--- src/rtl/eag_pkg.sv ---
package eag_pkg;

    localparam int unsigned ADDR_W   = 32;
    localparam int unsigned REG_NUM  = 8;
    localparam int unsigned SEL_W    = $clog2(REG_NUM);
    localparam int unsigned SCALE_W  = 2;
    localparam int unsigned SP_INDEX = 4;

    typedef enum logic [1:0] {
        DISP_NONE = 2'd0,
        DISP_B8   = 2'd1,
        DISP_B16  = 2'd2,
        DISP_B32  = 2'd3
    } disp_size_e;

    typedef enum logic {
        ST_EMPTY = 1'b0,
        ST_FULL  = 1'b1
    } ctrl_state_e;

endpackage

--- src/rtl/eag_disp_ext.sv ---
module eag_disp_ext
    import eag_pkg::*;
#(
    parameter int unsigned AW = ADDR_W
) (
    input  logic [1:0]    size_code,
    input  logic [AW-1:0] raw,
    output logic [AW-1:0] ext
);
    localparam int unsigned PAD8  = AW - 8;
    localparam int unsigned PAD16 = AW - 16;

    always_comb begin
        unique case (disp_size_e'(size_code))
            DISP_NONE: ext = '0;
            DISP_B8:   ext = {{PAD8{raw[7]}}, raw[7:0]};
            DISP_B16:  ext = {{PAD16{raw[15]}}, raw[15:0]};
            default:   ext = raw;
        endcase
    end
endmodule

--- src/rtl/eag_index_scale.sv ---
module eag_index_scale
    import eag_pkg::*;
#(
    parameter int unsigned AW     = ADDR_W,
    parameter int unsigned SW     = SEL_W,
    parameter int unsigned CW     = SCALE_W,
    parameter int unsigned SP_SEL = SP_INDEX
) (
    input  logic          use_idx,
    input  logic [SW-1:0] sel,
    input  logic [AW-1:0] data,
    input  logic [CW-1:0] scale,
    output logic [AW-1:0] term,
    output logic          bad_sel
);
    localparam int unsigned NSHIFT = 1 << CW;
    localparam logic [SW-1:0] SP_CODE = SW'(SP_SEL);

    logic [AW-1:0] shifted [NSHIFT];

    for (genvar s = 0; s < NSHIFT; s++) begin : g_shift
        assign shifted[s] = data << s;
    end

    always_comb begin
        term    = use_idx ? shifted[scale] : '0;
        bad_sel = use_idx && (sel == SP_CODE);
    end
endmodule

--- src/rtl/eag_sum.sv ---
module eag_sum
    import eag_pkg::*;
#(
    parameter int unsigned AW = ADDR_W
) (
    input  logic          base_use,
    input  logic [AW-1:0] base_data,
    input  logic [AW-1:0] index_term,
    input  logic [AW-1:0] disp_term,
    output logic [AW-1:0] sum
);
    logic [AW-1:0] base_term;

    always_comb begin
        base_term = base_use ? base_data : '0;
        sum       = base_term + index_term + disp_term;
    end
endmodule

--- src/rtl/eag_ctrl.sv ---
module eag_ctrl
    import eag_pkg::*;
#(
    parameter int unsigned AW = ADDR_W
) (
    input  logic          clk,
    input  logic          rst_n,
    input  logic          req_valid,
    input  logic          rsp_ready,
    input  logic [AW-1:0] addr_in,
    input  logic          illegal_in,
    output logic          req_ready,
    output logic          rsp_valid,
    output logic [AW-1:0] rsp_addr,
    output logic          rsp_illegal
);
    ctrl_state_e state_q, state_d;
    logic        take;

    always_comb begin
        req_ready = (state_q == ST_EMPTY) || rsp_ready;
        take      = req_valid && req_ready;
        unique case (state_q)
            ST_EMPTY: state_d = take ? ST_FULL : ST_EMPTY;
            ST_FULL: begin
                if (!rsp_ready)  state_d = ST_FULL;
                else if (take)   state_d = ST_FULL;
                else             state_d = ST_EMPTY;
            end
            default:  state_d = ST_EMPTY;
        endcase
    end

    always_ff @(posedge clk) begin
        if (!rst_n) state_q <= ST_EMPTY;
        else        state_q <= state_d;
    end

    always_ff @(posedge clk) begin
        if (!rst_n) begin
            rsp_addr    <= '0;
            rsp_illegal <= 1'b0;
        end else if (take) begin
            rsp_illegal <= illegal_in;
            if (!illegal_in) rsp_addr <= addr_in;
        end
    end

    assign rsp_valid = (state_q == ST_FULL);
endmodule

--- src/rtl/scaled_ea_gen.sv ---
module scaled_ea_gen
    import eag_pkg::*;
(
    input  logic        clk,
    input  logic        rst_n,
    input  logic        req_valid,
    output logic        req_ready,
    input  logic        base_use,
    input  logic [2:0]  base_sel,
    input  logic        index_use,
    input  logic [2:0]  index_sel,
    input  logic [1:0]  scale_code,
    input  logic [1:0]  disp_size,
    input  logic [31:0] disp_val,
    output logic [2:0]  rf_sel_base,
    input  logic [31:0] rf_data_base,
    output logic [2:0]  rf_sel_index,
    input  logic [31:0] rf_data_index,
    output logic        rsp_valid,
    input  logic        rsp_ready,
    output logic [31:0] rsp_addr,
    output logic        rsp_illegal
);
    logic [ADDR_W-1:0] disp_term;
    logic [ADDR_W-1:0] index_term;
    logic [ADDR_W-1:0] ea_sum;
    logic              index_bad;

    assign rf_sel_base  = base_sel;
    assign rf_sel_index = index_sel;

    eag_disp_ext #(.AW(ADDR_W)) u_disp (
        .size_code (disp_size),
        .raw       (disp_val),
        .ext       (disp_term)
    );

    eag_index_scale #(
        .AW(ADDR_W), .SW(SEL_W), .CW(SCALE_W), .SP_SEL(SP_INDEX)
    ) u_index (
        .use_idx (index_use),
        .sel     (index_sel),
        .data    (rf_data_index),
        .scale   (scale_code),
        .term    (index_term),
        .bad_sel (index_bad)
    );

    eag_sum #(.AW(ADDR_W)) u_sum (
        .base_use   (base_use),
        .base_data  (rf_data_base),
        .index_term (index_term),
        .disp_term  (disp_term),
        .sum        (ea_sum)
    );

    eag_ctrl #(.AW(ADDR_W)) u_ctrl (
        .clk         (clk),
        .rst_n       (rst_n),
        .req_valid   (req_valid),
        .rsp_ready   (rsp_ready),
        .addr_in     (ea_sum),
        .illegal_in  (index_bad),
        .req_ready   (req_ready),
        .rsp_valid   (rsp_valid),
        .rsp_addr    (rsp_addr),
        .rsp_illegal (rsp_illegal)
    );
endmodule

--- config.mk ---
export PLATFORM = sky130hd
export DESIGN_NAME = scaled_ea_gen
export DESIGN_NICKNAME = d
export VERILOG_FILES = /design/src/rtl/eag_pkg.sv /design/src/rtl/eag_disp_ext.sv /design/src/rtl/eag_index_scale.sv /design/src/rtl/eag_sum.sv /design/src/rtl/eag_ctrl.sv /design/src/rtl/scaled_ea_gen.sv
export SDC_FILE = /design/constraint.sdc
export NUM_CORES = 1
export LEC_CHECK = 0
export BUFFER_PORTS_ARGS = -buffer_cell sky130_fd_sc_hd__buf_4
export CORE_MARGIN = 10
export CORE_UTILIZATION = 49
export CTS_CLUSTER_SIZE = 20
export DETAILED_ROUTE_END_ITERATION = 7
export HOLD_SLACK_MARGIN = 0.15
export PLACE_DENSITY = 0.81
export SYNTH_ARGS = -nofsm -noshare
export SYNTH_HDL_FRONTEND = slang
export SYNTH_HIERARCHICAL = 1
export SYNTH_SLANG_ARGS = --single-unit
--- constraint.sdc ---
create_clock -name clk -period 3.6 [get_ports clk]
set_clock_uncertainty 0.15 [all_clocks]
set_input_delay 0.18 -clock clk [delete_from_list [all_inputs] [get_ports clk]]
set_output_delay 0.18 -clock clk [all_outputs]
set_load 0.1 [all_outputs]
==> results.yml, run 1 <==
finish:
  layout_common_cells: "buf_4, nand2_1, mux2i_1, dfxtp_1"
  layout_commonest_cell: "buf_4"
  final_layout_size_suffix_gt1_share_pct: 31.3
  regArea_um2: 681
  multiInputGateArea_um2: 4070
  final_net_count: 977
  fill_cells: 887
  finalNonFillerCells: 940
  syn_to_final_growth_pct: 32.3
  final_core_util_pct: 66.1
  stdcell_area_um2: 6760
  insertedDiodeCount: 0
pwr:
  power_density_nw_per_um2: 418
  ir_worst_vdd_mv: 0.285
  cellLeakagePower_nw: 3.41
route:
  dr_total_vias: 5032
  first_pass_iters: 5
  wl_per_cell_um: 17.1
  drt_iter0_markers: 327
  drc_errors: 0
  vias_per_cell: 5.35
  drt-total-wl_mm: 16.1
  ant_nets: 0
synthesis:
  synthCells: 622
  syn_area_um2: 5110
  yosysTopAreaCell: "mux2i_1"
  synth.ff_latch_count: 34
  synth-seq-area-share_pct: 13.3
  syn_area_per_cell_um2: 8.22
  synth_warnings: 6
  async_reset_ff_share_pct: 0
  yosys_most_used_dff: "dfxtp_1"
  synth.top_cells.by_area: "mux2i_1, dfxtp_1, fa_1"
  ys_types: 65
  synth_nets: 796
  synth_edf_count: 0
  synth_top_cell_area_share_pct: 15.9
sta:
  worstMarginPinSlew_ns: 0.583
  slew_headroom_pct: 61.1
  hold_ws_ns: 0.210
  fin_ws_ns: 0.156
  fmax_ghz: 0.290
  fin_crit_sh_pct: 95.7
  period_needed_ns: 3.44
  setup_viol: 0
  rsz0062_at_grt: "true"
  hold_viol: 0
  slew_violations: 0
clock_network:
  cts_made_buffers: 5
  htree_num_levels: 2
  clockBufferDepth: 2
  cts_tree: "yes"
  cts.sinks: 34
  root_buffer: "clkbuf_8"
  clk_latency_ns: 0.27
  clkSlewWorstSetupHoldPaths_ns: 0.07
setup_path:
  crit_fanout: 8
  worstPathRequired_ns: 3.66
  cp-end-kind: "flip-flop"
  critical_path_class: "in2reg"
  worstPathArrival_ns: 3.51
  start_kind: "input port"
global_routing:
  overflow: 0
  grt_pass1_wl_mm: 25.6
  grt_pass1_vias: 5224
  grt_usage_pct: 20.7
  grt_max_degree: 67
  antenna_found_initial: 0
floorplan:
  initial_utilization_pct: 50.0
  row_count: 37
  core_area_um2: 10200
  ios: 153
  die_h_um: 122
  die_x_um: 122
  dieArea_um2: 14900
job:
  cap_violations: 0
placed_design:
  postPlaceCellArea_um2: 6580
  hpwlAfterDp_mm: 13.9
  place_congestion: 0.905
  place_inst: 930
  port_buffers: 146
  dp_slack_ns: -0.351
min_path:
  hold_path.class: "in2out"
run_status:
  outcome: "finished clean"
logic make-up after synthesis:
family                   synth area share, %
AND/OR/NAND/NOR                         20.6
AO/OA/AOI/OAI                           16.8
multiplexers                            15.9
buffers and inverters                   8.56
adder cells (fa/ha/maj)                 19.9
flip-flops                              13.3
XOR/XNOR                                4.97
final timing paths:
path	from	to	slack [ns]	cells past startpoint
worst max register to register	u_ctrl/rsp_valid	u_ctrl/rsp_addr[28]	2.01	4
worst min register to register	u_ctrl/rsp_addr[20]	u_ctrl/rsp_addr[20]	0.31	2
worst min-delay path	base_sel[2]	rf_sel_base[2]	0.21	0
worst max-delay path	scale_code[1]	u_ctrl/rsp_addr[31]	0.16	17
Yosys cell counts (2+ instances only):
cell type and instances:
a31oi_1 3, nand2_2 2, fa_1 32, buf_6 3, nor3_1 7, and4_1 2
nand2b_1 2, buf_2 10, ha_1 30, dfxtp_1 34, a211oi_1 3, nor2_1 16
mux2i_1 81, o21a_1 2, nand3b_1 2, o21ai_1 11, nor2b_1 10, xor2_1 13
xnor2_1 16, a311oi_1 2, or3_1 3, buf_12 7, nand4_1 2, and2_1 32
clkbuf_1 11, buf_4 13, and3_1 2, nor3b_1 2, o21ai_0 24, a21o_1 6
inv_1 19, nand3_1 11, nand2_1 112, a211o_1 2, o22ai_1 29, a21oi_1 34
o21bai_1 4
power by group:
group | total [mW] | switching [mW] | internal, mW
sequential | 0.480 | 0.0362 | 0.444
clock | 0.285 | 0.131 | 0.154
combinational | 2.06 | 1.29 | 0.773
worst max-delay path, stage by stage:
cell      delay, ns
buf_4          0.11
nand2b_2       0.25
nor3b_1        0.22
inv_1          0.08
fa_1           0.39
inv_1          0.09
ha_1           0.21
fa_1           0.23
a21oi_2        0.07
o21a_1         0.20
or4b_4         0.53
a21oi_2        0.23
o31ai_4        0.12
o221ai_2       0.21
xnor2_1        0.16
nand2_1        0.07
mux2i_1        0.14
what timing repair did:
action	4_1_cts	5_1_grt
buffers inserted	0	0
endpoints found under the hold margin	2	0
setup endpoints to repair	1	13
hold buffers	2	0
pin swaps	0	2
resized for setup	1	20
state kept, by name (all words and copies together) (netlist names):
signal,count
u_ctrl/rsp_valid,1
u_ctrl/rsp_addr,32
u_ctrl/rsp_illegal,1
stage by stage:
step / power (mW) / setup TNS, ns
4_1_cts: 2.80 / 0
3_5_place_dp: 2.51 / -2.43
3_3_place_gp: 2.48 / -0.999
2_1_floorplan: 1.90 / 0
6_report: 2.83 / 0
5_1_grt: 3.02 / -0.0316
layout make-up:
| type | count | area share (%) |
|---|---|---|
| Clock inverter | 1 | 0.0740 |
| Multi-Input combinational cell | 524 | 60.2 |
| Inverter | 19 | 1.05 |
| Sequential cell | 34 | 10.1 |
| Timing Repair Buffer | 219 | 24.9 |
| Tap cell | 136 | 2.52 |
| Clock buffer | 7 | 1.28 |
per-layer routing:
layer	GRT usage, %	up-vias	part of all wire (%)
li1	-	2535	-
met1	27.2	2328	46
met2	35.1	158	47
met3	3.33	11	6.2
met4	4.20	0	1.1
met5	0	-	0
Note: power is estimated with default switching activity, not from simulation.
==> inputs of run 2 (changes only) <==
--- a/config.mk
+++ b/config.mk
@@ -7,12 +7,11 @@
 export LEC_CHECK = 0
 export BUFFER_PORTS_ARGS = -buffer_cell sky130_fd_sc_hd__buf_4
 export CORE_MARGIN = 10
-export CORE_UTILIZATION = 49
+export CORE_UTILIZATION = 48
 export CTS_CLUSTER_SIZE = 20
 export DETAILED_ROUTE_END_ITERATION = 7
 export HOLD_SLACK_MARGIN = 0.15
-export PLACE_DENSITY = 0.81
+export PLACE_DENSITY = 0.8
 export SYNTH_ARGS = -nofsm -noshare
 export SYNTH_HDL_FRONTEND = slang
-export SYNTH_HIERARCHICAL = 1
 export SYNTH_SLANG_ARGS = --single-unit
==> results.yml, run 2 <==
run_status:
  outcome: "finished clean"
finish:
  insertedDiodeCount: 0
  layout_commonest_cell: "buf_4"
  largest_reg_flops: 32
  final_layout_size_suffix_gt1_share_pct: 26.5
  syn_to_final_growth_pct: 33.4
  final_core_util_pct: 65.7
  final_net_count: 1004
  layout_common_cells: "buf_4, nand2_1, inv_1, a21oi_1, o21ai_0"
  top_register: "u_ctrl.rsp_addr"
sta:
  hold_viol: 0
  slew_headroom_pct: 56.3
  rsz0062_at_grt: "false"
  slew_violations: 0
  period_needed_ns: 3.42
  fmax_ghz: 0.293
  fin_crit_sh_pct: 94.9
  worstMarginPinSlew_ns: 0.655
  setup_viol: 0
placed_design:
  hpwlAfterDp_mm: 13.4
  port_buffers: 146
  place_congestion: 0.916
clock_network:
  clockBufferDepth: 2
  clkSlewWorstSetupHoldPaths_ns: 0.07
  post_cts_resized: 0
  cts.sinks: 34
  root_buffer: "clkbuf_8"
  cts_tree: "yes"
  htree_num_levels: 2
  clk_latency_ns: 0.29
  cts_made_buffers: 5
synthesis:
  syn_area_um2: 4810
  synth.most_common_cell: "nand2_1"
  ys_types: 62
  synth-adder-area-share_pct: 21.1
  synth.ff_latch_count: 34
  syn_area_per_cell_um2: 7.23
  yosys_most_used_dff: "dfxtp_1"
  synth_compound_area_share_pct: 21.7
  ys_top_cells_by_count: "nand2_1, inv_1, a21oi_1"
  synth_top_cell_area_share_pct: 14.1
  synth-seq-area-share_pct: 14.1
  synth_top_family_by_area: "simple AND/OR/NAND/NOR gates"
  synth_edf_count: 0
  synthCells: 666
  synth.top_cells.by_area: "dfxtp_1, fa_1, nand2_1"
  synth_nets: 840
  synth_warnings: 0
  yosysTopAreaCell: "dfxtp_1"
  yosys.area_share.simple_pct: 22.5
  async_reset_ff_share_pct: 0
  synth-xor-area-share_pct: 4.55
  muxShareOfSynthArea_pct: 6.94
setup_path:
  cp-end-kind: "flip-flop"
  path_cells: "buf_4, or2_2, and2_1, fa_1, ha_1, fa_1, a21o_1, a31o_2, a21oi_1, a21oi_2, o2111ai_1, nand3_1, a32o_1"
  start_kind: "input port"
  worstPathArrival_ns: 3.45
  crit_slowest_cell: "fa_1"
  crit_top_cell: "fa_1"
  critical_path_class: "in2reg"
  slowest_delay_ns: 0.43
  crit_fanout: 7
  worstPathRequired_ns: 3.64
floorplan:
  row_count: 36
  ios: 153
  die_h_um: 120
  initial_utilization_pct: 49.3
  dieArea_um2: 14400
  core_area_um2: 9770
  die_x_um: 120
global_routing:
  grt_pass1_wl_mm: 24.6
  overflow: 0
  antenna_found_initial: 0
  grt_max_degree: 21
  grt_pass1_vias: 5177
  grt_usage_pct: 20.1
route:
  wl_per_cell_um: 15.7
  dr_total_vias: 5128
  ant_nets: 0
  first_pass_iters: 5
  vias_per_cell: 5.32
  drt_iter0_markers: 208
  drc_errors: 0
  drt-total-wl_mm: 15.1
job:
  cap_violations: 0
pwr:
  cellLeakagePower_nw: 3.24
  power_mw: 2.77
  power_density_nw_per_um2: 432
  ir_worst_vdd_mv: 0.302
min_path:
  hold_path.class: "in2reg"
run 2: cell type report:
cell class | instances | area, um2
clock buffer | 6 | 72.6
clock inverter | 2 | 37.5
fill | 898 | 3350
inverter | 65 | 244
multi-input combinational | 524 | 3700
sequential | 34 | 681
tap | 133 | 166
timing repair buffer | 200 | 1520
run 2: path summary, 6_finish.rpt:
check             slack [ns]                  end          startpoint  depth (start not counted)
hold reg to reg         0.30   u_ctrl.rsp_addr[6]  u_ctrl.rsp_addr[6]                          2
setup reg to reg        1.52  u_ctrl.rsp_addr[31]    u_ctrl.rsp_valid                          6
setup / recovery        0.18  u_ctrl.rsp_addr[29]        disp_size[1]                         13
hold / removal          0.20   u_ctrl.rsp_illegal           rsp_ready                          4
run 2: cell families (layout without fill, tap and decap cells):
logic type | Yosys count | after routing
AND/OR/NAND/NOR | 243 | 243
AO/OA/AOI/OAI | 161 | 161
buffers and inverters | 108 | 273
adder cells (fa/ha/maj) | 62 | 62
flip-flops | 34 | 34
multiplexers | 33 | 33
XOR/XNOR | 25 | 25
run 2: repair_timing:
action                    CTS  global route
hold buffers                3             0
hold endpoints to repair   14             0
setup buffers               0             0
run 2: power by group:
group	internal, mW	total, mW	leakage (nW)	switching [mW]
Combinational	0.710	1.95	2.91	1.24
Sequential	0.439	0.473	0.280	0.0339
Clock	0.206	0.346	0.0514	0.139
Total	1.36	2.77	3.24	1.42
run 2: metrics by stage:
stage	hold slack, ns	worst slack (ns)	TNS (ns)	instance area (um2)	instances
global route	0.210	0.0283	0	6420	964
finish	0.202	0.184	0	6420	964
CTS	0.199	0.196	0	6420	964
global placement	0.211	-0.00342	-0.00342	6280	953
detailed placement	0.211	-0.119	-0.503	6280	953
floorplan	0.158	-0.0260	-0.0260	4830	666
run 2: layer usage:
layer  share of wire (%)  global-route usage (%)
met2                  45                    33.6
met4                0.97                    4.15
met1                  48                    26.8
met5                   0                       0
met3                 5.7                    3.00
run 2: critical path, delay by kind of cell:
family	cells	cell delay, ns
AOI/OAI and AO/OA	6	1.38
adders and majority gates	3	1.08
buffers and inverters	1	0.14
and+or+nand+nor	3	0.68
